`config.mk`:
```
export PLATFORM = sky130hd
export DESIGN_NAME = wdt_top
export DESIGN_NICKNAME = d
export VERILOG_FILES = /design/src/rtl/wdt_pkg.sv /design/src/rtl/wdt_regs.sv /design/src/rtl/wdt_timebase.sv /design/src/rtl/wdt_core.sv /design/src/rtl/wdt_rstgen.sv /design/src/rtl/wdt_top.sv
export SDC_FILE = /design/constraint.sdc
export NUM_CORES = 1
export LEC_CHECK = 0
export BUFFER_PORTS_ARGS = -buffer_cell sky130_fd_sc_hd__buf_4
export CAP_MARGIN = 10
export CORE_MARGIN = 2
export CORE_UTILIZATION = 44
export CTS_BUF_LIST = sky130_fd_sc_hd__clkbuf_4 sky130_fd_sc_hd__clkbuf_8 sky130_fd_sc_hd__clkbuf_16
export CTS_CLUSTER_SIZE = 16
export DETAILED_ROUTE_END_ITERATION = 7
export GPL_TIMING_DRIVEN = 0
export HOLD_SLACK_MARGIN = 0.1
export SLEW_MARGIN = 0
export SYNTH_ARGS = -nofsm -noshare
export SYNTH_HDL_FRONTEND = slang
export SYNTH_SLANG_ARGS = --single-unit
```
`constraint.sdc`:
```
create_clock -name clk -period 2.85 [get_ports clk]
set_input_delay 0.4275 -clock clk [delete_from_list [all_inputs] [get_ports clk]]
set_output_delay 0.4275 -clock clk [all_outputs]
set_load 0.02 [all_outputs]
```
`src/rtl/wdt_pkg.sv`:
```
package wdt_pkg;

    // Bus geometry
    localparam int unsigned REG_W   = 32;
    localparam int unsigned BUS_AW  = 4;

    // Timebase geometry
    localparam int unsigned PRE_W          = 8;
    localparam int unsigned DIVSEL_W       = 2;
    localparam int unsigned DIV_BASE_LOG2  = 4;
    localparam int unsigned DIV_OPTS       = 1 << DIVSEL_W;
    localparam int unsigned DIVCNT_W       = DIV_BASE_LOG2 + DIV_OPTS - 1;

    // Register word indices (address bits [3:2])
    localparam logic [1:0] IDX_CTRL   = 2'd0;
    localparam logic [1:0] IDX_RELOAD = 2'd1;
    localparam logic [1:0] IDX_COUNT  = 2'd2;
    localparam logic [1:0] IDX_ICLR   = 2'd3;

    // Control field positions
    localparam int unsigned B_RSTEN   = 0;
    localparam int unsigned B_IRQEN   = 2;
    localparam int unsigned B_DIVLSB  = 3;
    localparam int unsigned B_RUN     = 5;
    localparam int unsigned B_PRELSB  = 8;

    typedef struct packed {
        logic [PRE_W-1:0]    presc;
        logic                run;
        logic [DIVSEL_W-1:0] div_sel;
        logic                irq_en;
        logic                rst_en;
    } ctrl_t;

    typedef enum logic [1:0] {
        CS_HALT  = 2'd0,
        CS_COUNT = 2'd1,
        CS_ARMED = 2'd2
    } core_state_e;

    typedef enum logic {
        RG_IDLE = 1'b0,
        RG_HOLD = 1'b1
    } rg_state_e;

endpackage

```
`src/rtl/wdt_regs.sv`:
```
module wdt_regs
    import wdt_pkg::*;
#(
    parameter int unsigned    CNT_W       = 16,
    parameter logic [15:0]    RESET_COUNT = 16'h8000
) (
    input  logic                 clk,
    input  logic                 rst_n,
    input  logic                 bus_wr,
    input  logic [BUS_AW-1:0]    bus_addr,
    input  logic [REG_W-1:0]     bus_wdata,
    output logic [REG_W-1:0]     bus_rdata,
    input  logic [CNT_W-1:0]     count_i,
    output ctrl_t                ctrl_o,
    output logic [CNT_W-1:0]     reload_o,
    output logic                 cnt_wr_o,
    output logic [CNT_W-1:0]     cnt_wdata_o,
    output logic                 iclr_o
);

    logic [1:0]          word_sel;
    ctrl_t               ctrl_q;
    logic [CNT_W-1:0]    reload_q;
    logic                ctrl_wr;
    logic                reload_wr;
    logic                unused_wbits;

    assign word_sel  = bus_addr[3:2];
    assign ctrl_wr   = bus_wr && (word_sel == IDX_CTRL);
    assign reload_wr = bus_wr && (word_sel == IDX_RELOAD);
    assign cnt_wr_o  = bus_wr && (word_sel == IDX_COUNT);
    assign iclr_o    = bus_wr && (word_sel == IDX_ICLR) && bus_wdata[0];

    assign cnt_wdata_o = bus_wdata[CNT_W-1:0];

    assign unused_wbits = ^{bus_wdata[REG_W-1:B_PRELSB+PRE_W], bus_wdata[7:6],
                            bus_wdata[1], bus_addr[1:0]};

    always_ff @(posedge clk or negedge rst_n) begin
        if (!rst_n) begin
            ctrl_q <= '0;
        end else if (ctrl_wr) begin
            ctrl_q.rst_en  <= bus_wdata[B_RSTEN];
            ctrl_q.irq_en  <= bus_wdata[B_IRQEN];
            ctrl_q.div_sel <= bus_wdata[B_DIVLSB +: DIVSEL_W];
            ctrl_q.run     <= bus_wdata[B_RUN];
            ctrl_q.presc   <= bus_wdata[B_PRELSB +: PRE_W];
        end
    end

    always_ff @(posedge clk or negedge rst_n) begin
        if (!rst_n) begin
            reload_q <= CNT_W'(RESET_COUNT);
        end else if (reload_wr) begin
            reload_q <= bus_wdata[CNT_W-1:0];
        end
    end

    always_comb begin
        bus_rdata = '0;
        unique case (word_sel)
            IDX_CTRL: begin
                bus_rdata[B_RSTEN]                = ctrl_q.rst_en;
                bus_rdata[B_IRQEN]                = ctrl_q.irq_en;
                bus_rdata[B_DIVLSB +: DIVSEL_W]   = ctrl_q.div_sel;
                bus_rdata[B_RUN]                  = ctrl_q.run;
                bus_rdata[B_PRELSB +: PRE_W]      = ctrl_q.presc;
            end
            IDX_RELOAD: bus_rdata[CNT_W-1:0] = reload_q;
            IDX_COUNT:  bus_rdata[CNT_W-1:0] = count_i;
            IDX_ICLR:   bus_rdata = '0;
            default:    bus_rdata = '0;
        endcase
    end

    assign ctrl_o   = ctrl_q;
    assign reload_o = reload_q;

endmodule

```
`src/rtl/wdt_timebase.sv`:
```
module wdt_timebase
    import wdt_pkg::*;
(
    input  logic                 clk,
    input  logic                 rst_n,
    input  logic                 run_i,
    input  logic [PRE_W-1:0]     presc_i,
    input  logic [DIVSEL_W-1:0]  div_sel_i,
    output logic                 tick_o
);

    logic [PRE_W-1:0]    pre_q;
    logic [DIVCNT_W-1:0] div_q;
    logic                tick_q;
    logic [DIVCNT_W-1:0] last_tbl [DIV_OPTS];
    logic [DIVCNT_W-1:0] div_last;
    logic                pre_wrap;
    logic                div_wrap;

    // One terminal value per post-divider option: 2^(base+sel) - 1
    for (genvar g = 0; g < DIV_OPTS; g++) begin : g_div_last
        assign last_tbl[g] = DIVCNT_W'((1 << (DIV_BASE_LOG2 + g)) - 1);
    end

    assign div_last = last_tbl[div_sel_i];
    assign pre_wrap = (pre_q >= presc_i);
    assign div_wrap = (div_q >= div_last);

    always_ff @(posedge clk or negedge rst_n) begin
        if (!rst_n) begin
            pre_q  <= '0;
            div_q  <= '0;
            tick_q <= 1'b0;
        end else if (!run_i) begin
            pre_q  <= '0;
            div_q  <= '0;
            tick_q <= 1'b0;
        end else if (pre_wrap) begin
            pre_q <= '0;
            if (div_wrap) begin
                div_q  <= '0;
                tick_q <= 1'b1;
            end else begin
                div_q  <= div_q + 1'b1;
                tick_q <= 1'b0;
            end
        end else begin
            pre_q  <= pre_q + 1'b1;
            tick_q <= 1'b0;
        end
    end

    assign tick_o = tick_q;

endmodule

```
`src/rtl/wdt_core.sv`:
```
module wdt_core
    import wdt_pkg::*;
#(
    parameter int unsigned CNT_W       = 16,
    parameter logic [15:0] RESET_COUNT = 16'h8000
) (
    input  logic              clk,
    input  logic              rst_n,
    input  logic              run_i,
    input  logic              irq_en_i,
    input  logic              tick_i,
    input  logic              cnt_wr_i,
    input  logic [CNT_W-1:0]  cnt_wdata_i,
    input  logic [CNT_W-1:0]  reload_i,
    input  logic              iclr_i,
    output logic [CNT_W-1:0]  count_o,
    output logic              fire_o,
    output logic              irq_o
);

    localparam logic [CNT_W-1:0] ONE = CNT_W'(1);

    core_state_e       state_q, state_d;
    logic [CNT_W-1:0]  count_q, count_d;
    logic              irq_q;
    logic              fire;

    // State register
    always_ff @(posedge clk or negedge rst_n) begin
        if (!rst_n) begin
            state_q <= CS_HALT;
        end else begin
            state_q <= state_d;
        end
    end

    // Next-state logic
    always_comb begin
        state_d = state_q;
        unique case (state_q)
            CS_HALT: begin
                if (run_i) begin
                    if (cnt_wr_i) begin
                        state_d = (cnt_wdata_i == '0) ? CS_ARMED : CS_COUNT;
                    end else begin
                        state_d = (count_q == '0) ? CS_ARMED : CS_COUNT;
                    end
                end
            end
            CS_COUNT: begin
                if (!run_i) begin
                    state_d = CS_HALT;
                end else if (cnt_wr_i) begin
                    state_d = (cnt_wdata_i == '0) ? CS_ARMED : CS_COUNT;
                end else if (tick_i && (count_q == ONE)) begin
                    state_d = CS_ARMED;
                end
            end
            CS_ARMED: begin
                if (!run_i) begin
                    state_d = CS_HALT;
                end else if (cnt_wr_i) begin
                    state_d = (cnt_wdata_i == '0) ? CS_ARMED : CS_COUNT;
                end else if (tick_i) begin
                    state_d = (reload_i == '0) ? CS_ARMED : CS_COUNT;
                end
            end
            default: state_d = CS_HALT;
        endcase
    end

    // Output and datapath logic
    always_comb begin
        count_d = count_q;
        fire    = 1'b0;
        if (cnt_wr_i) begin
            count_d = cnt_wdata_i;
        end else begin
            unique case (state_q)
                CS_COUNT: begin
                    if (run_i && tick_i) begin
                        count_d = count_q - ONE;
                    end
                end
                CS_ARMED: begin
                    if (run_i && tick_i) begin
                        count_d = reload_i;
                        fire    = 1'b1;
                    end
                end
                default: count_d = count_q;
            endcase
        end
    end

    always_ff @(posedge clk or negedge rst_n) begin
        if (!rst_n) begin
            count_q <= CNT_W'(RESET_COUNT);
        end else begin
            count_q <= count_d;
        end
    end

    always_ff @(posedge clk or negedge rst_n) begin
        if (!rst_n) begin
            irq_q <= 1'b0;
        end else if (fire && irq_en_i) begin
            irq_q <= 1'b1;
        end else if (iclr_i) begin
            irq_q <= 1'b0;
        end
    end

    assign count_o = count_q;
    assign fire_o  = fire;
    assign irq_o   = irq_q;

endmodule

```
`src/rtl/wdt_rstgen.sv`:
```
module wdt_rstgen
    import wdt_pkg::*;
#(
    parameter int unsigned HOLD_CYCLES = 16
) (
    input  logic clk,
    input  logic rst_n,
    input  logic trig_i,
    output logic rst_req_o
);

    localparam int unsigned HW = (HOLD_CYCLES > 2) ? $clog2(HOLD_CYCLES) : 1;
    localparam logic [HW-1:0] HOLD_LAST = HW'(HOLD_CYCLES - 1);

    rg_state_e      state_q, state_d;
    logic [HW-1:0]  hold_q, hold_d;

    // State register
    always_ff @(posedge clk or negedge rst_n) begin
        if (!rst_n) begin
            state_q <= RG_IDLE;
            hold_q  <= '0;
        end else begin
            state_q <= state_d;
            hold_q  <= hold_d;
        end
    end

    // Next-state logic
    always_comb begin
        state_d = state_q;
        hold_d  = hold_q;
        unique case (state_q)
            RG_IDLE: begin
                if (trig_i) begin
                    state_d = RG_HOLD;
                    hold_d  = HOLD_LAST;
                end
            end
            RG_HOLD: begin
                if (trig_i) begin
                    hold_d = HOLD_LAST;
                end else if (hold_q == '0) begin
                    state_d = RG_IDLE;
                end else begin
                    hold_d = hold_q - 1'b1;
                end
            end
            default: state_d = RG_IDLE;
        endcase
    end

    // Output logic
    always_comb begin
        rst_req_o = (state_q == RG_HOLD);
    end

endmodule

```
`src/rtl/wdt_top.sv`:
```
module wdt_top
    import wdt_pkg::*;
#(
    parameter int unsigned CNT_W       = 16,
    parameter int unsigned HOLD_CYCLES = 16,
    parameter logic [15:0] RESET_COUNT = 16'h8000
) (
    input  logic        clk,
    input  logic        rst_n,
    input  logic        bus_wr,
    input  logic [3:0]  bus_addr,
    input  logic [31:0] bus_wdata,
    output logic [31:0] bus_rdata,
    output logic        irq_o,
    output logic        rst_req_o
);

    ctrl_t             ctrl_w;
    logic [CNT_W-1:0]  reload_w;
    logic [CNT_W-1:0]  count_w;
    logic [CNT_W-1:0]  cnt_wdata_w;
    logic              cnt_wr_w;
    logic              iclr_w;
    logic              tick_w;
    logic              fire_w;
    logic              run_w;
    logic              rst_en_w;
    logic              irq_en_w;

    assign run_w    = ctrl_w.run;
    assign rst_en_w = ctrl_w.rst_en;
    assign irq_en_w = ctrl_w.irq_en;

    wdt_regs #(
        .CNT_W       (CNT_W),
        .RESET_COUNT (RESET_COUNT)
    ) u_regs (
        .clk         (clk),
        .rst_n       (rst_n),
        .bus_wr      (bus_wr),
        .bus_addr    (bus_addr),
        .bus_wdata   (bus_wdata),
        .bus_rdata   (bus_rdata),
        .count_i     (count_w),
        .ctrl_o      (ctrl_w),
        .reload_o    (reload_w),
        .cnt_wr_o    (cnt_wr_w),
        .cnt_wdata_o (cnt_wdata_w),
        .iclr_o      (iclr_w)
    );

    wdt_timebase u_timebase (
        .clk       (clk),
        .rst_n     (rst_n),
        .run_i     (run_w),
        .presc_i   (ctrl_w.presc),
        .div_sel_i (ctrl_w.div_sel),
        .tick_o    (tick_w)
    );

    wdt_core #(
        .CNT_W       (CNT_W),
        .RESET_COUNT (RESET_COUNT)
    ) u_core (
        .clk         (clk),
        .rst_n       (rst_n),
        .run_i       (run_w),
        .irq_en_i    (irq_en_w),
        .tick_i      (tick_w),
        .cnt_wr_i    (cnt_wr_w),
        .cnt_wdata_i (cnt_wdata_w),
        .reload_i    (reload_w),
        .iclr_i      (iclr_w),
        .count_o     (count_w),
        .fire_o      (fire_w),
        .irq_o       (irq_o)
    );

    wdt_rstgen #(
        .HOLD_CYCLES (HOLD_CYCLES)
    ) u_rstgen (
        .clk       (clk),
        .rst_n     (rst_n),
        .trig_i    (fire_w && rst_en_w),
        .rst_req_o (rst_req_o)
    );

endmodule

```
; ---- Word level (Yosys, flattened, before mapping)
; Cells that the tools add are included.
[op_classes]
reduce_logical = 20
add_sub_neg = 4
eq_ne = 14
div_mod_pow = 0
shift = 0
bitwise_logic = 2
n_lt_le_gt_ge = 3
muxes = 45
n_mul = 0
[ops]
columns = cell, n
row1 = $logic_not A16 Y1, 3
row2 = $mux W16, 3
row3 = $mux W7, 5
row4 = $pmux W16 S2, 1
row5 = $pmux W8 S4, 1
row6 = $mux W2, 11
row7 = $eq A16 B1 Y1 const B, 1
row8 = $mux W8, 2
row9 = $pmux W4 S4, 1
row10 = $sub A16 B1 Y16 const B, 1
row11 = $bmux W7 S2, 1
row12 = $mux W4, 3
row13 = $mux W1, 11
row14 = $logic_and A1 B1 Y1, 9
row15 = $ne A3 B2 Y1 const B, 3
row16 = $add A8 B1 Y8 const B, 1
row17 = $ge A8 B8 Y1, 1
row18 = $pmux W4 S2, 1
row19 = $add A7 B1 Y7 const B, 1
row20 = $ge A7 B7 Y1, 1
row21 = $eq A2 B2 Y1 const B, 3
row22 = $pmux W2 S3, 1
row23 = $reduce_and A3 Y1, 2
row24 = $eq A2 B1 Y1 const B, 2
row25 = 16 further kinds, 19
[totals]
output_inout_bits = 34
ramBits = 0
reg_bits = 69
mem_bits_ro = 0
latch_bits = 0
mem_count = 0

; ---- Logic depth before layout (Yosys ltp)
; Gate-level depths: netlist of run 1.
[logic_depth]
ltp_word = 8
ltp_mapped = 9

; ---- By module
; Synthesis of run 1 repeated with hierarchy kept, for this count alone.
[hier_totals]
cells_unflattened = 487
hier_area_um2 = 4610.7
[by_module_without_submodules]
columns = module, area_each_um2, seq_area_each_um2, instances, cells_per_inst
row1 = wdt_regs, 1780.5, 726.9, 1, 155
row2 = wdt_core, 1519.0, 476.7, 1, 196
row3 = wdt_timebase, 1046.0, 400.4, 1, 110
row4 = wdt_rstgen, 259.0, 125.1, 1, 25
row5 = wdt_top, 6.3, 0.0, 1, 1

; ---- Worst setup path after synthesis of run 1
; OpenSTA, ideal clock, no wires.
[synth_path]
path_type = input to output
startpoint = input bus_addr[2]
endpoint = output bus_rdata[2]
setup_slack_ns = 0.640
n_path_buf = 2
required_ns = 2.423
t_arrival_ns = 1.783
path_stages = 6
cell_sequence = inv_1 ha_1 clkbuf_1 clkbuf_1 a22oi_1 o21ai_0
[synth_between]
elab_chain_cells = 2
word_cells_on_any_way = 5
[synth_lines]
columns = element, line
row1 = "start, declared", wdt_top.sv:11  ; input logic [3:0] bus_addr,
row2 = $eq A2 B2 Y1 (tied with other cells), wdt_regs.sv:61  ; unique case (word_sel)
row3 = $pmux W4 S4 (*), wdt_regs.sv:61
row4 = "end, declared", wdt_top.sv:13  ; output logic [31:0] bus_rdata,
; Mark *: on every way between the ends. The rest lies on a longest branch, timed or not.

; ---- Worst setup path after layout of run 1
[layout_path]
startpoint = input bus_addr[3]
endpoint = output bus_rdata[0]
[layout_between]
elab_chain_cells = 2
word_cells_on_any_way = 5
[layout_lines]
columns = element, line
row1 = $eq A2 B2 Y1 (tied with other cells), wdt_regs.sv:61
row2 = $pmux W1 S4 (*), wdt_regs.sv:61
; Marks and branches as above.

==> results of run 1 <==
critical path: cells and delay by family:
kind / cells / cell delay (ns)
adders and majority gates: 1 / 0.15
AOI/OAI and AO/OA: 2 / 0.40
buffers and inverters: 5 / 1.23
flip-flops by register name, summed over array words and instances (netlist names), 2 cells and up:
name and flops:
u_core.count_o 16, u_regs.ctrl_o 13, u_regs.reload_o 16, u_timebase.div_q 7, u_core.state_q 2, u_timebase.pre_q 8, u_rstgen.hold_q 4
layout by cell type (no fill, tap or decap), types with 11 or more instances in the layout:
cell,instances
sky130_fd_sc_hd__dfrtp_1,67
sky130_fd_sc_hd__a221oi_1,14
sky130_fd_sc_hd__nor2_1,26
sky130_fd_sc_hd__conb_1,16
sky130_fd_sc_hd__inv_1,20
sky130_fd_sc_hd__nand3_1,14
sky130_fd_sc_hd__o21ai_0,28
sky130_fd_sc_hd__mux2_2,30
sky130_fd_sc_hd__ha_1,26
sky130_fd_sc_hd__clkbuf_8,11
sky130_fd_sc_hd__a21oi_1,35
sky130_fd_sc_hd__buf_4,54
sky130_fd_sc_hd__clkbuf_1,15
sky130_fd_sc_hd__nand2_1,44
layer usage:
| metal | track usage [%] | share of wire [%] |
|---|---|---|
| met4 | 8.198 | 1.8 |
| met1 | 31.69 | 45 |
| met5 | 0 | 0 |
| met2 | 39.11 | 48 |
| met3 | 3.696 | 5.3 |
how the worst max path moves through the flow:
stage	from	endpoint	slack [ns]	cells after the start
final	bus_addr[3]	bus_rdata[0]	0.19	8
after CTS	bus_addr[3]	bus_rdata[0]	0.17	8
after global routing	bus_addr[3]	bus_rdata[0]	0.04	8
after detailed placement	bus_addr[3]	bus_rdata[0]	0.18	8
after floorplan	bus_addr[2]	bus_rdata[2]	0.64	6
after global placement	bus_addr[3]	bus_rdata[0]	0.23	8
stage by stage:
stage	instances	util, %
after floorplan	476	-
after global placement	647	50.17
after detailed placement	647	50.17
after CTS	663	52.58
after global routing	663	52.58
final	663	52.58
layout make-up:
type	instances	share of cell area (%)
Buffer	38	4.098
Clock buffer	11	2.987
Multi-Input combinational cell	349	46.80
Clock inverter	5	1.605
Sequential cell	69	34.12
Tap cell	133	3.283
Inverter	20	1.481
Timing Repair Buffer	38	5.628
kinds of logic (layout without fill, tap and decap cells):
group                    after synthesis  after routing  synth area share [%]
AO/OA/AOI/OAI                        121            121                 17.81
adder cells (fa/ha/maj)               26             26                 7.517
buffers and inverters                 58            112                 6.534
other                                  1             16               0.08665
AND/OR/NAND/NOR                      140            140                 16.97
multiplexers                          32             32                 8.297
flip-flops                            69             69                 39.95
XOR/XNOR                              14             14                 2.833
power by group through the flow:
| stage | logic (W) | clock network, W | registers (W) |
|---|---|---|---|
| 2_1_floorplan | 0.00102 | 0 | 0.00144 |
| 3_3_place_gp | 0.00136 | 0 | 0.00154 |
| 3_5_place_dp | 0.00138 | 0 | 0.00154 |
| 4_1_cts | 0.00139 | 0.000964 | 0.00152 |
| 5_1_grt | 0.00157 | 0.00100 | 0.00157 |
| 6_report | 0.00140 | 0.000948 | 0.00154 |
==> key figures, run 1 <==
Clock tree
  – Post-CTS Repair Setup Buffers: 0
  – Library cell used as clock root buffer: sky130_fd_sc_hd__clkbuf_8
  – Buffers from clock root to sink, at most: 2
  – Hold-fix buffers, CTS: 0
  – H-Tree Depth: 3
  – TritonCTS Buffers: 9
  – Register clock-pin slew on the reported worst setup and hold paths: 0.08 ns
  – Resize count post-CTS: 0
  – Clock net sink count: 69
  – TritonCTS clock tree: yes
  – Clock insertion delay at the later pin of the skew report: 0.35 ns

Setup path
  – Data arrival, critical path: 2.23 ns
  – Cell Chain, Critical Path: buf_4, inv_1, ha_1, clkbuf_1, clkbuf_1, a22oi_1, o21ai_0, buf_4
  – Beginning of the worst register-to-register path: u_timebase.pre_q[0]$_DFF_PN0_
  – Element type at the critical path start: primary input
  – CP Data Required Time: 2.42 ns
  – Internal reg-to-reg setup slack: 0.35 ns
  – Slowest cell on crit path: sky130_fd_sc_hd__clkbuf_1
  – WS Path Type: in -> out
  – Crit Path Max Fanout: 10
  – Max incr delay on CP: 0.45 ns
  – Reg-to-reg endpoint: u_timebase.div_q[2]$_DFFE_PN0P_
  – Capturing element type of the critical path: output port
  – Logic depth of the worst register-to-register path: 8

Timing
  – Highest attainable clock frequency: 375.9 MHz
  – Worst Hold Margin: 0.1903 ns
  – Share of the clock period used by the worst path after layout: 93.33%
  – Transition at the pin with the smallest max-transition slack: 0.9985 ns
  – Final critical-path setup slack: 0.1900 ns
  – Relative slew slack: 32.59%
  – Post-route clock skew: 0.006794 ns
  – Final critical path time including I/O delays and setup: 2.660 ns
  – RSZ-0062 raised after global routing: false
  – Final setup fails: 0
  – Final Max Tran Viols: 0
  – Final total negative setup slack: 0 ns
  – Number of hold violations in the final report: 0

Synth
  – Distinct cells, synth: 55
  – Total of flip-flops plus latches after synthesis: 69
  – Synth Instances: 461
  – Synthesis Warnings: 0
  – Post-synthesis area per instance: 9.388 um2
  – Dominant synthesized flop cell: sky130_fd_sc_hd__dfrtp_1
  – Leading post-synthesis cells by cell area: sky130_fd_sc_hd__dfrtp_1 (39%), sky130_fd_sc_hd__mux2_2 (7.8%), sky130_fd_sc_hd__ha_1 (7.5%), sky130_fd_sc_hd__a21oi_1 (4.0%), sky130_fd_sc_hd__nand2_1 (3.8%)
  – Top cells by count, synth: sky130_fd_sc_hd__dfrtp_1 (67), sky130_fd_sc_hd__nand2_1 (44), sky130_fd_sc_hd__a21oi_1 (35)
  – Sequential share of the synthesized area: 39.95%
  – Mapped cell area: 4328 um2
  – Top-area cell type share of the netlist area: 38.74%
  – Asr flop ratio synth: 100.0%
  – Most frequent cell after synthesis: sky130_fd_sc_hd__dfrtp_1
  – Leading area contributor after synthesis: sky130_fd_sc_hd__dfrtp_1
  – Number of flops mapped to enable cells by yosys: 0

Placement
  – Pre-CTS setup slack: 0.1806 ns
  – Port bufs: 38
  – Placed Instance Area: 4836 um2
  – HPWL after detailed placement: 8690 um
  – Gp weighted congestion: 0.9426

Finish
  – Final net count: 590
  – Final design instance area without fill: 5069 um2
  – Footprint of the flip-flops and latches: 1729 um2
  – Area of the multi-input gates: 2372 um2
  – Layout cell share with drive strength beyond 1: 21.13%
  – Layout fillers: 954
  – Area growth syn-to-layout: 17.11%
  – Number of antenna cells inserted: 0

Global routing
  – Global-route wire length before repair: 19030 um
  – Via count of the first global-routing pass: 3533
  – Total grt overflow: 0
  – Maximum number of pins on one net before global-route repair: 70
  – Number of antenna violations at the first check in global routing: 0
  – Overall Global Routing Usage: 23.63%

Status
  – Run status: completed

Hold path
  – Path class of the lowest-slack min-delay path: in -> async

Floorplanning
  – Core Area: 9639 um2
  – Std cell rows: 36
  – Die Span Y: 103.2 um
  – Die area: 10650 um2
  – Initial core utilization: 44.90%
  – Chip Width: 103.2 um
  – I/O pin total: 73

Detailed routing
  – Detailed-route vias per instance: 5.653
  – Number of iterations in the first detailed-routing pass: 5
  – Number of DRC violations after detailed-routing iteration 0: 195
  – DRC violation count after routing: 0
  – Antenna violation net count after detailed routing: 0
  – Drt total wl: 11840 um
  – Via count: 3748
  – Post-DR wirelength/cell: 17.86 um

Power and ir drop
  – Portion of total power attributed to sequential cells: 39.6%
  – Worst vdd ir: 0.0003377 V
  – Switching share of total power: 39.19%
  – Power Density: 765.6 nW/um2
  – Internal power: 0.002360 W
  – Overall power: 0.003880 W
  – Total leakage power: 2.318 nW
  – Combinational cell fraction of total power: 36.0%
  – Clock power frac: 24.4%
  – Psw: 0.001521 W

Run
  – Maximum capacitance violations: 0
Power figures use the tool's default switching activity.
==> run 2, diff against run 1 <==
--- a/constraint.sdc
+++ b/constraint.sdc
@@ -3,2 +3,2 @@
 set_output_delay 0.4275 -clock clk [all_outputs]
-set_load 0.02 [all_outputs]
+set_load 0.1 [all_outputs]
==> run 2 against run 1 <==
Net effect: clock power is 26% higher; maximum frequency is 0.53% lower; combinational power is 24% higher; cell count stayed put; flip-flop and latch count stayed put; via count is 0.59% lower; global-route usage is 0.20 points lower; largest power group is now combinational logic; sequential power hardly changed; highest routed layer unchanged.
==> key figures, run 2 (synthesis gave the netlist of run 1 again) <==
Placement
  – Gp weighted congestion: 0.8972 (-4.8%)
  – Cells after DPL: 647 (unchanged)
  – Placed Instance Area: 4870 um2 (+0.70%)
  – Pre-CTS setup slack: 0.03236 ns (-0.1483 ns)
  – Port bufs: 38 (unchanged)
  – HPWL after detailed placement: 8590 um (-1.2%)

Power and ir drop
  – Total leakage power: 2.354 nW (+1.5%)
  – Worst vdd ir: 0.0003207 V (-5.0%)
  – Power Density: 863.1 nW/um2 (+13%)

Finish
  – Number of standard cells in the layout, taps in and fillers out: 663 (unchanged)
  – Most common cell after layout, fill and taps aside: sky130_fd_sc_hd__dfrtp_1
  – Layout cell share with drive strength beyond 1: 23.21% (+2.1 points)
  – Final design instance area without fill: 5167 um2 (+2.0%)
  – Commonest non-fill, non-tap cells in the layout: sky130_fd_sc_hd__dfrtp_1 (67), sky130_fd_sc_hd__buf_4 (54), sky130_fd_sc_hd__nand2_1 (44)
  – Area growth syn-to-layout: 19.40%
  – Final Util: 53.61% (+1.0 points)
  – Number of antenna cells inserted: 0 (unchanged)
  – Final net count: 590 (unchanged)

Clock tree
  – Clock insertion delay at the later pin of the skew report: 0.36 ns (about the same)
  – Register clock-pin slew on the reported worst setup and hold paths: 0.08 ns (about the same)
  – Buffers from clock root to sink, at most: 2 (unchanged)
  – Hold-fix buffers, CTS: 0 (unchanged)
  – H-Tree Depth: 3 (unchanged)
  – Library cell used as clock root buffer: sky130_fd_sc_hd__clkbuf_8
  – Resize count post-CTS: 0 (unchanged)
  – Clock net sink count: 69 (unchanged)
  – TritonCTS clock tree: yes
  – TritonCTS Buffers: 9 (unchanged)
  – Post-CTS Repair Setup Buffers: 0 (unchanged)

Floorplanning
  – Std cell rows: 36 (unchanged)
  – Die Span Y: 103.2 um (unchanged)
  – Initial core utilization: 44.90% (unchanged)
  – Core Area: 9639 um2 (unchanged)
  – I/O pin total: 73 (unchanged)
  – Chip Width: 103.2 um (unchanged)
  – Die area: 10650 um2 (unchanged)

Timing
  – Final Max Tran Viols: 0 (unchanged)
  – Share of the clock period used by the worst path after layout: 93.83% (+0.50 points)
  – Relative slew slack: 34.50% (+1.9 points)
  – Number of hold violations in the final report: 0 (unchanged)
  – Final setup fails: 0 (unchanged)
  – RSZ-0062 raised after global routing: false
  – Final critical path time including I/O delays and setup: 2.674 ns (+0.01411 ns)
  – Highest attainable clock frequency: 374.0 MHz (-0.53%)
  – Post-route clock skew: 0.01268 ns (+0.005887 ns)
  – Transition at the pin with the smallest max-transition slack: 0.9702 ns (-0.02837 ns)
  – Final critical-path setup slack: 0.1759 ns (-0.01412 ns)

Detailed routing
  – DRC violation count after routing: 0 (unchanged)
  – Via count: 3726 (-0.59%)
  – Number of DRC violations after detailed-routing iteration 0: 225 (+15%)
  – Number of iterations in the first detailed-routing pass: 5 (unchanged)
  – Post-DR wirelength/cell: 17.58 um (-1.6%)
  – Drt total wl: 11660 um (-1.6%)
  – Detailed-route vias per instance: 5.620 (-0.59%)
  – Antenna violation net count after detailed routing: 0 (unchanged)

Global routing
  – Global-route wire length before repair: 18800 um (-1.2%)
  – Maximum number of pins on one net before global-route repair: 70 (unchanged)
  – Number of antenna violations at the first check in global routing: 0 (unchanged)
  – Total grt overflow: 0 (unchanged)
  – Via count of the first global-routing pass: 3583 (+1.4%)
  – Overall Global Routing Usage: 23.43% (-0.20 points)

Setup path
  – Data arrival, critical path: 2.25 ns (+0.02 ns)
  – CP Data Required Time: 2.42 ns (about the same)
  – WS Path Type: in -> out
  – Element type at the critical path start: primary input
  – Capturing element type of the critical path: output port
  – Crit Path Max Fanout: 10 (unchanged)

Run
  – Maximum capacitance violations: 0 (unchanged)

Hold path
  – Path class of the lowest-slack min-delay path: in -> async

Status
  – Run status: completed
==> run 2: power by group <==
part           internal (W)  switching [W]  total [W]
Combinational      0.000612        0.00112    0.00173
Sequential          0.00121       0.000322    0.00154
Clock              0.000782       0.000407    0.00119
Total               0.00261        0.00185    0.00446
==> run 2: worst paths after layout <==
kind                       slack, ns                               to  cells after the start                     startpoint
max                             0.18                     bus_rdata[3]                      8                    bus_addr[3]
min                             0.20    u_core.count_o[3]$_DFFE_PN0P_                      1                          rst_n
max reg2reg                     0.34    u_core.count_o[1]$_DFFE_PN0P_                      9  u_core.state_q[1]$_DFFE_PN0P_
min reg2reg                     0.51    u_regs.ctrl_o[11]$_DFFE_PN0P_                      1  u_regs.ctrl_o[11]$_DFFE_PN0P_
max in group asynchronous       2.09  u_timebase.div_q[3]$_DFFE_PN0P_                      1                          rst_n
min in group clk                0.31   u_core.count_o[15]$_DFFE_PN1P_                      3                  bus_wdata[15]
==> run 2: area by class of cell <==
cell class	instances	area (um2)
inverters	20	75.07
well taps	133	166.4
flip-flops and latches	69	1729
fillers	927	4472
clock buffers	10	137.6
multi-input cells	349	2406
clock inverters	6	157.7
plain buffers	38	210.2
repair buffers	38	285.3
==> run 2: worst max-delay path, cell delays in order <==
cell and delay, ns:
sky130_fd_sc_hd__buf_4 0.12, sky130_fd_sc_hd__inv_1 0.09, sky130_fd_sc_hd__ha_1 0.17, sky130_fd_sc_hd__clkbuf_1 0.29, sky130_fd_sc_hd__clkbuf_1 0.57, sky130_fd_sc_hd__nand2_1 0.16, sky130_fd_sc_hd__o21ai_2 0.09, sky130_fd_sc_hd__buf_4 0.30
==> run 2: metal layers <==
layer	track usage (%)	vias to the layer above	routed length (um)
met5	0	-	0
met4	10.22	0	290
met3	3.831	27	673
met2	38.21	127	5551
met1	30.91	1802	5141
li1	-	1770	-
==> run 2: metrics by stage <==
stage / setup TNS (ns) / total power, W / hold slack, ns
floorplan: -0.8987 / 0.002799 / 0.1319
global placement: 0 / 0.003214 / 0.4869
detailed placement: 0 / 0.003260 / 0.4872
CTS: 0 / 0.004455 / 0.2288
global route: 0 / 0.004706 / 0.2726
finish: 0 / 0.004460 / 0.1960
==> run 3, diff against run 2 <==
Settings changed: SYNTH_HIERARCHICAL from default to 1.
==> run 3 against run 2 <==
Net effect: hold slack worse by 0.010 ns; clock skew down 0.0031 ns; global-route usage is 1.1 points lower; utilization shrank 1.8 points; non-clock buffer count grew 15; maximum frequency is 0.70% higher; design area up 2.5%; sequential share of layout area is 0.83 points lower; critical path depth shrank 1; combinational power shrank 37%; largest cell class unchanged.
==> key figures, run 3 <==
Synth
  – Leading area contributor after synthesis: sky130_fd_sc_hd__dfrtp_1
  – Asr flop ratio synth: 100.0% (unchanged)
  – Most frequent cell after synthesis: sky130_fd_sc_hd__dfrtp_1
  – Synth Instances: 487 (+5.6%)
  – Total of flip-flops plus latches after synthesis: 69 (unchanged)
  – Top-area cell type share of the netlist area: 36.36% (-2.4 points)
  – Post-synthesis area per instance: 9.467 um2 (+0.85%)
  – Sequential share of the synthesized area: 37.50% (-2.5 points)
  – Synthesis Warnings: 6 (+6)
  – Top cells by count, synth: sky130_fd_sc_hd__dfrtp_1 (67), sky130_fd_sc_hd__nand2_1 (44), sky130_fd_sc_hd__buf_4 (34)
  – Mapped cell area: 4611 um2 (+6.5%)
  – Leading post-synthesis cells by cell area: sky130_fd_sc_hd__dfrtp_1 (36%), sky130_fd_sc_hd__mux2_4 (6.5%), sky130_fd_sc_hd__ha_1 (6.2%), sky130_fd_sc_hd__buf_4 (5.5%), sky130_fd_sc_hd__nand2_1 (3.6%)
  – Number of flops mapped to enable cells by yosys: 0 (unchanged)
  – Distinct cells, synth: 64 (+16%)
  – Dominant synthesized flop cell: sky130_fd_sc_hd__dfrtp_1

Finish
  – Layout fillers: 970 (+4.6%)
  – Commonest non-fill, non-tap cells in the layout: sky130_fd_sc_hd__buf_4 (72), sky130_fd_sc_hd__dfrtp_1 (67), sky130_fd_sc_hd__nand2_1 (44)
  – Most common cell after layout, fill and taps aside: sky130_fd_sc_hd__buf_4
  – Final net count: 613 (+3.9%)
  – Number of antenna cells inserted: 0 (unchanged)
  – Layout cell share with drive strength beyond 1: 25.54% (+2.3 points)
  – Area growth syn-to-layout: 14.93%

Global routing
  – Global-route wire length before repair: 19400 um (+3.2%)
  – Via count of the first global-routing pass: 3671 (+2.5%)
  – Overall Global Routing Usage: 22.31% (-1.1 points)
  – Met2 global-route usage: 33.29% (-4.9 points)
  – GRT met1 Usage: 31.12% (+0.21 points)
  – Met3 usage in global routing: 3.004% (-0.83 points)
  – Number of antenna violations at the first check in global routing: 0 (unchanged)
  – Global route hottest layer: met2
  – Maximum number of pins on one net before global-route repair: 70 (unchanged)
  – Total grt overflow: 0 (unchanged)

Setup path
  – Capturing element type of the critical path: output port
  – Data arrival, critical path: 2.23 ns (-0.02 ns)
  – Cell Chain, Critical Path: buf_4, inv_1, ha_1, clkbuf_1, nand2_1, o21ai_1, buf_4
  – Number of buffer and inverter stages on the critical path: 4 (-1)
  – CP Data Required Time: 2.42 ns (about the same)
  – Max incr delay on CP: 0.57 ns (about the same)
  – WS Path Type: in -> out
  – Crit Path Max Fanout: 10 (unchanged)
  – Beginning of the worst register-to-register path: u_core/count_o[2]$_DFFE_PN0P_
  – Cell seen most often among critical-path stages: sky130_fd_sc_hd__buf_4
  – Slowest cell on crit path: sky130_fd_sc_hd__clkbuf_1
  – Cell type group with the largest total delay on the critical path: buffers and inverters
  – Element type at the critical path start: primary input
  – Launch point of the critical path: bus_addr[2]

Clock tree
  – Resize count post-CTS: 0 (unchanged)
  – Hold-fix buffers, CTS: 0 (unchanged)
  – Clock insertion delay at the later pin of the skew report: 0.36 ns (about the same)
  – Library cell used as clock root buffer: sky130_fd_sc_hd__clkbuf_8
  – Post-CTS Repair Setup Buffers: 0 (unchanged)
  – Buffers from clock root to sink, at most: 2 (unchanged)
  – TritonCTS Buffers: 9 (unchanged)
  – Clock net sink count: 69 (unchanged)
  – TritonCTS clock tree: yes
  – Register clock-pin slew on the reported worst setup and hold paths: 0.07 ns (about the same)
  – H-Tree Depth: 3 (unchanged)

Timing
  – Share of the clock period used by the worst path after layout: 93.17% (-0.66 points)
  – Final critical-path setup slack: 0.1945 ns (+0.01867 ns)
  – Final setup fails: 0 (unchanged)
  – Worst Hold Margin: 0.1860 ns (-0.009969 ns)
  – Transition at the pin with the smallest max-transition slack: 0.8859 ns (-0.08426 ns)
  – Highest attainable clock frequency: 376.6 MHz (+0.70%)
  – RSZ-0062 raised after global routing: false
  – Number of hold violations in the final report: 0 (unchanged)
  – Post-route clock skew: 0.009591 ns (-0.003089 ns)
  – Final critical path time including I/O delays and setup: 2.655 ns (-0.01867 ns)
  – Relative slew slack: 40.94% (+6.4 points)
  – Final Max Tran Viols: 0 (unchanged)

Floorplanning
  – Die area: 11310 um2 (+6.3%)
  – Chip Width: 106.4 um (+3.1%)
  – I/O pin total: 73 (unchanged)
  – Initial core utilization: 45.07% (+0.17 points)
  – Core Area: 10230 um2 (+6.1%)
  – Std cell rows: 37 (+2.8%)
  – Die Span Y: 106.4 um (+3.1%)

Placement
  – HPWL after detailed placement: 8704 um (+1.3%)
  – Gp weighted congestion: 0.8915 (-0.64%)
  – Pre-CTS setup slack: -0.07253 ns (-0.1049 ns)
  – Port bufs: 38 (unchanged)

Detailed routing
  – Detailed-route vias per instance: 5.474 (-2.6%)
  – Via count: 3788 (+1.7%)
  – Post-DR wirelength/cell: 17.38 um (-1.2%)
  – DRC violation count after routing: 0 (unchanged)
  – Number of DRC violations after detailed-routing iteration 0: 252 (+12%)
  – Number of iterations in the first detailed-routing pass: 8 (+3)
  – Antenna violation net count after detailed routing: 0 (unchanged)
  – Drt total wl: 12030 um (+3.2%)

Hold path
  – Path class of the lowest-slack min-delay path: in -> async

Status
  – Run status: completed

Power and ir drop
  – Power Density: 594.3 nW/um2 (-31%)
  – Worst vdd ir: 0.0002778 V (-13%)
  – Total leakage power: 2.478 nW (+5.3%)

Run
  – Maximum capacitance violations: 0 (unchanged)
==> run 3: changes by cell type after synthesis, moves of 8 or more <==
| cell | before | now |
|---|---|---|
| sky130_fd_sc_hd__a21oi_1 | 35 | 20 |
| sky130_fd_sc_hd__a221oi_1 | 14 | 0 |
| sky130_fd_sc_hd__a22oi_1 | 8 | 16 |
| sky130_fd_sc_hd__mux2_4 | 0 | 20 |
| sky130_fd_sc_hd__mux2_2 | 30 | 9 |
| sky130_fd_sc_hd__buf_4 | 16 | 34 |
==> run 3: logic make-up after synthesis <==
logic type      Yosys count  share of synthesized area (%)
xor+xnor                 14                          2.659
compound gates          117                          16.93
mux                      31                          9.145
fa+ha+maj                23                          6.242
simple gates            157                          18.13
buf+inv                  75                          9.308
flops                    69                          37.50
other cells               1                        0.08133
==> run 3: through the flow <==
| stage | area, um2 | util (%) | power, W | TNS, ns | std cells |
|---|---|---|---|---|---|
| detailed placement | 5130 | 50.14 | 0.002431 | -0.07253 | 676 |
| global placement | 5130 | 50.14 | 0.002411 | -0.1171 | 676 |
| CTS | 5299 | 51.79 | 0.003170 | 0 | 692 |
| finish | 5299 | 51.79 | 0.003149 | 0 | 692 |
| global route | 5299 | 51.79 | 0.003328 | 0 | 692 |
| floorplan | 4674 | - | 0.002146 | -0.001804 | 502 |
==> run 3: final cells by class <==
class	count	area, um2	area share, %
clock buffer	13	153.9	2.904
clock inverter	3	15.01	0.2834
multi-input combinational	358	2516	47.49
timing repair buffer	38	285.3	5.384
buffer	53	346.6	6.541
inverter	22	82.58	1.558
tap	136	170.2	3.211
sequential	69	1729	32.63
==> run 3: power by group <==
group	switching, W	total [W]	internal, W	leakage, nW
registers	0.000212	0.00134	0.00112	0.865
clock network	0.000374	0.000725	0.000351	0.0948
logic	0.000701	0.00109	0.000388	1.52
==> run 3: final timing paths <==
kind	endpoint	slack [ns]	cells after the start
worst max-delay path	bus_rdata[15]	0.19	7
min in group clk	u_regs/reload_o[6]$_DFFE_PN0P_	0.31	2
max in group asynchronous	u_timebase/div_q[0]$_DFFE_PN0P_	2.08	1
worst max register to register	u_core/count_o[12]$_DFFE_PN0P_	0.70	5
worst min register to register	u_core/irq_o$_DFFE_PN0P_	0.53	1
worst min-delay path	u_rstgen/hold_q[2]$_DFFE_PN0P_	0.19	1
==> run 3: worst register-to-register path, delay by kind of cell, from the launching register on <==
kind	cells	cell delay, ns
AOI/OAI and AO/OA	1	0.12
xor gates and xnor gates	1	0.19
DFF	1	0.48
and+or+nand+nor	3	1.23
==> run 3: layer usage <==
layer / part of all wire, % / up-vias
met5: 0 / -
li1: - / 1847
met3: 5.0 / 25
met1: 48 / 1803
met4: 3.2 / 0
met2: 44 / 113
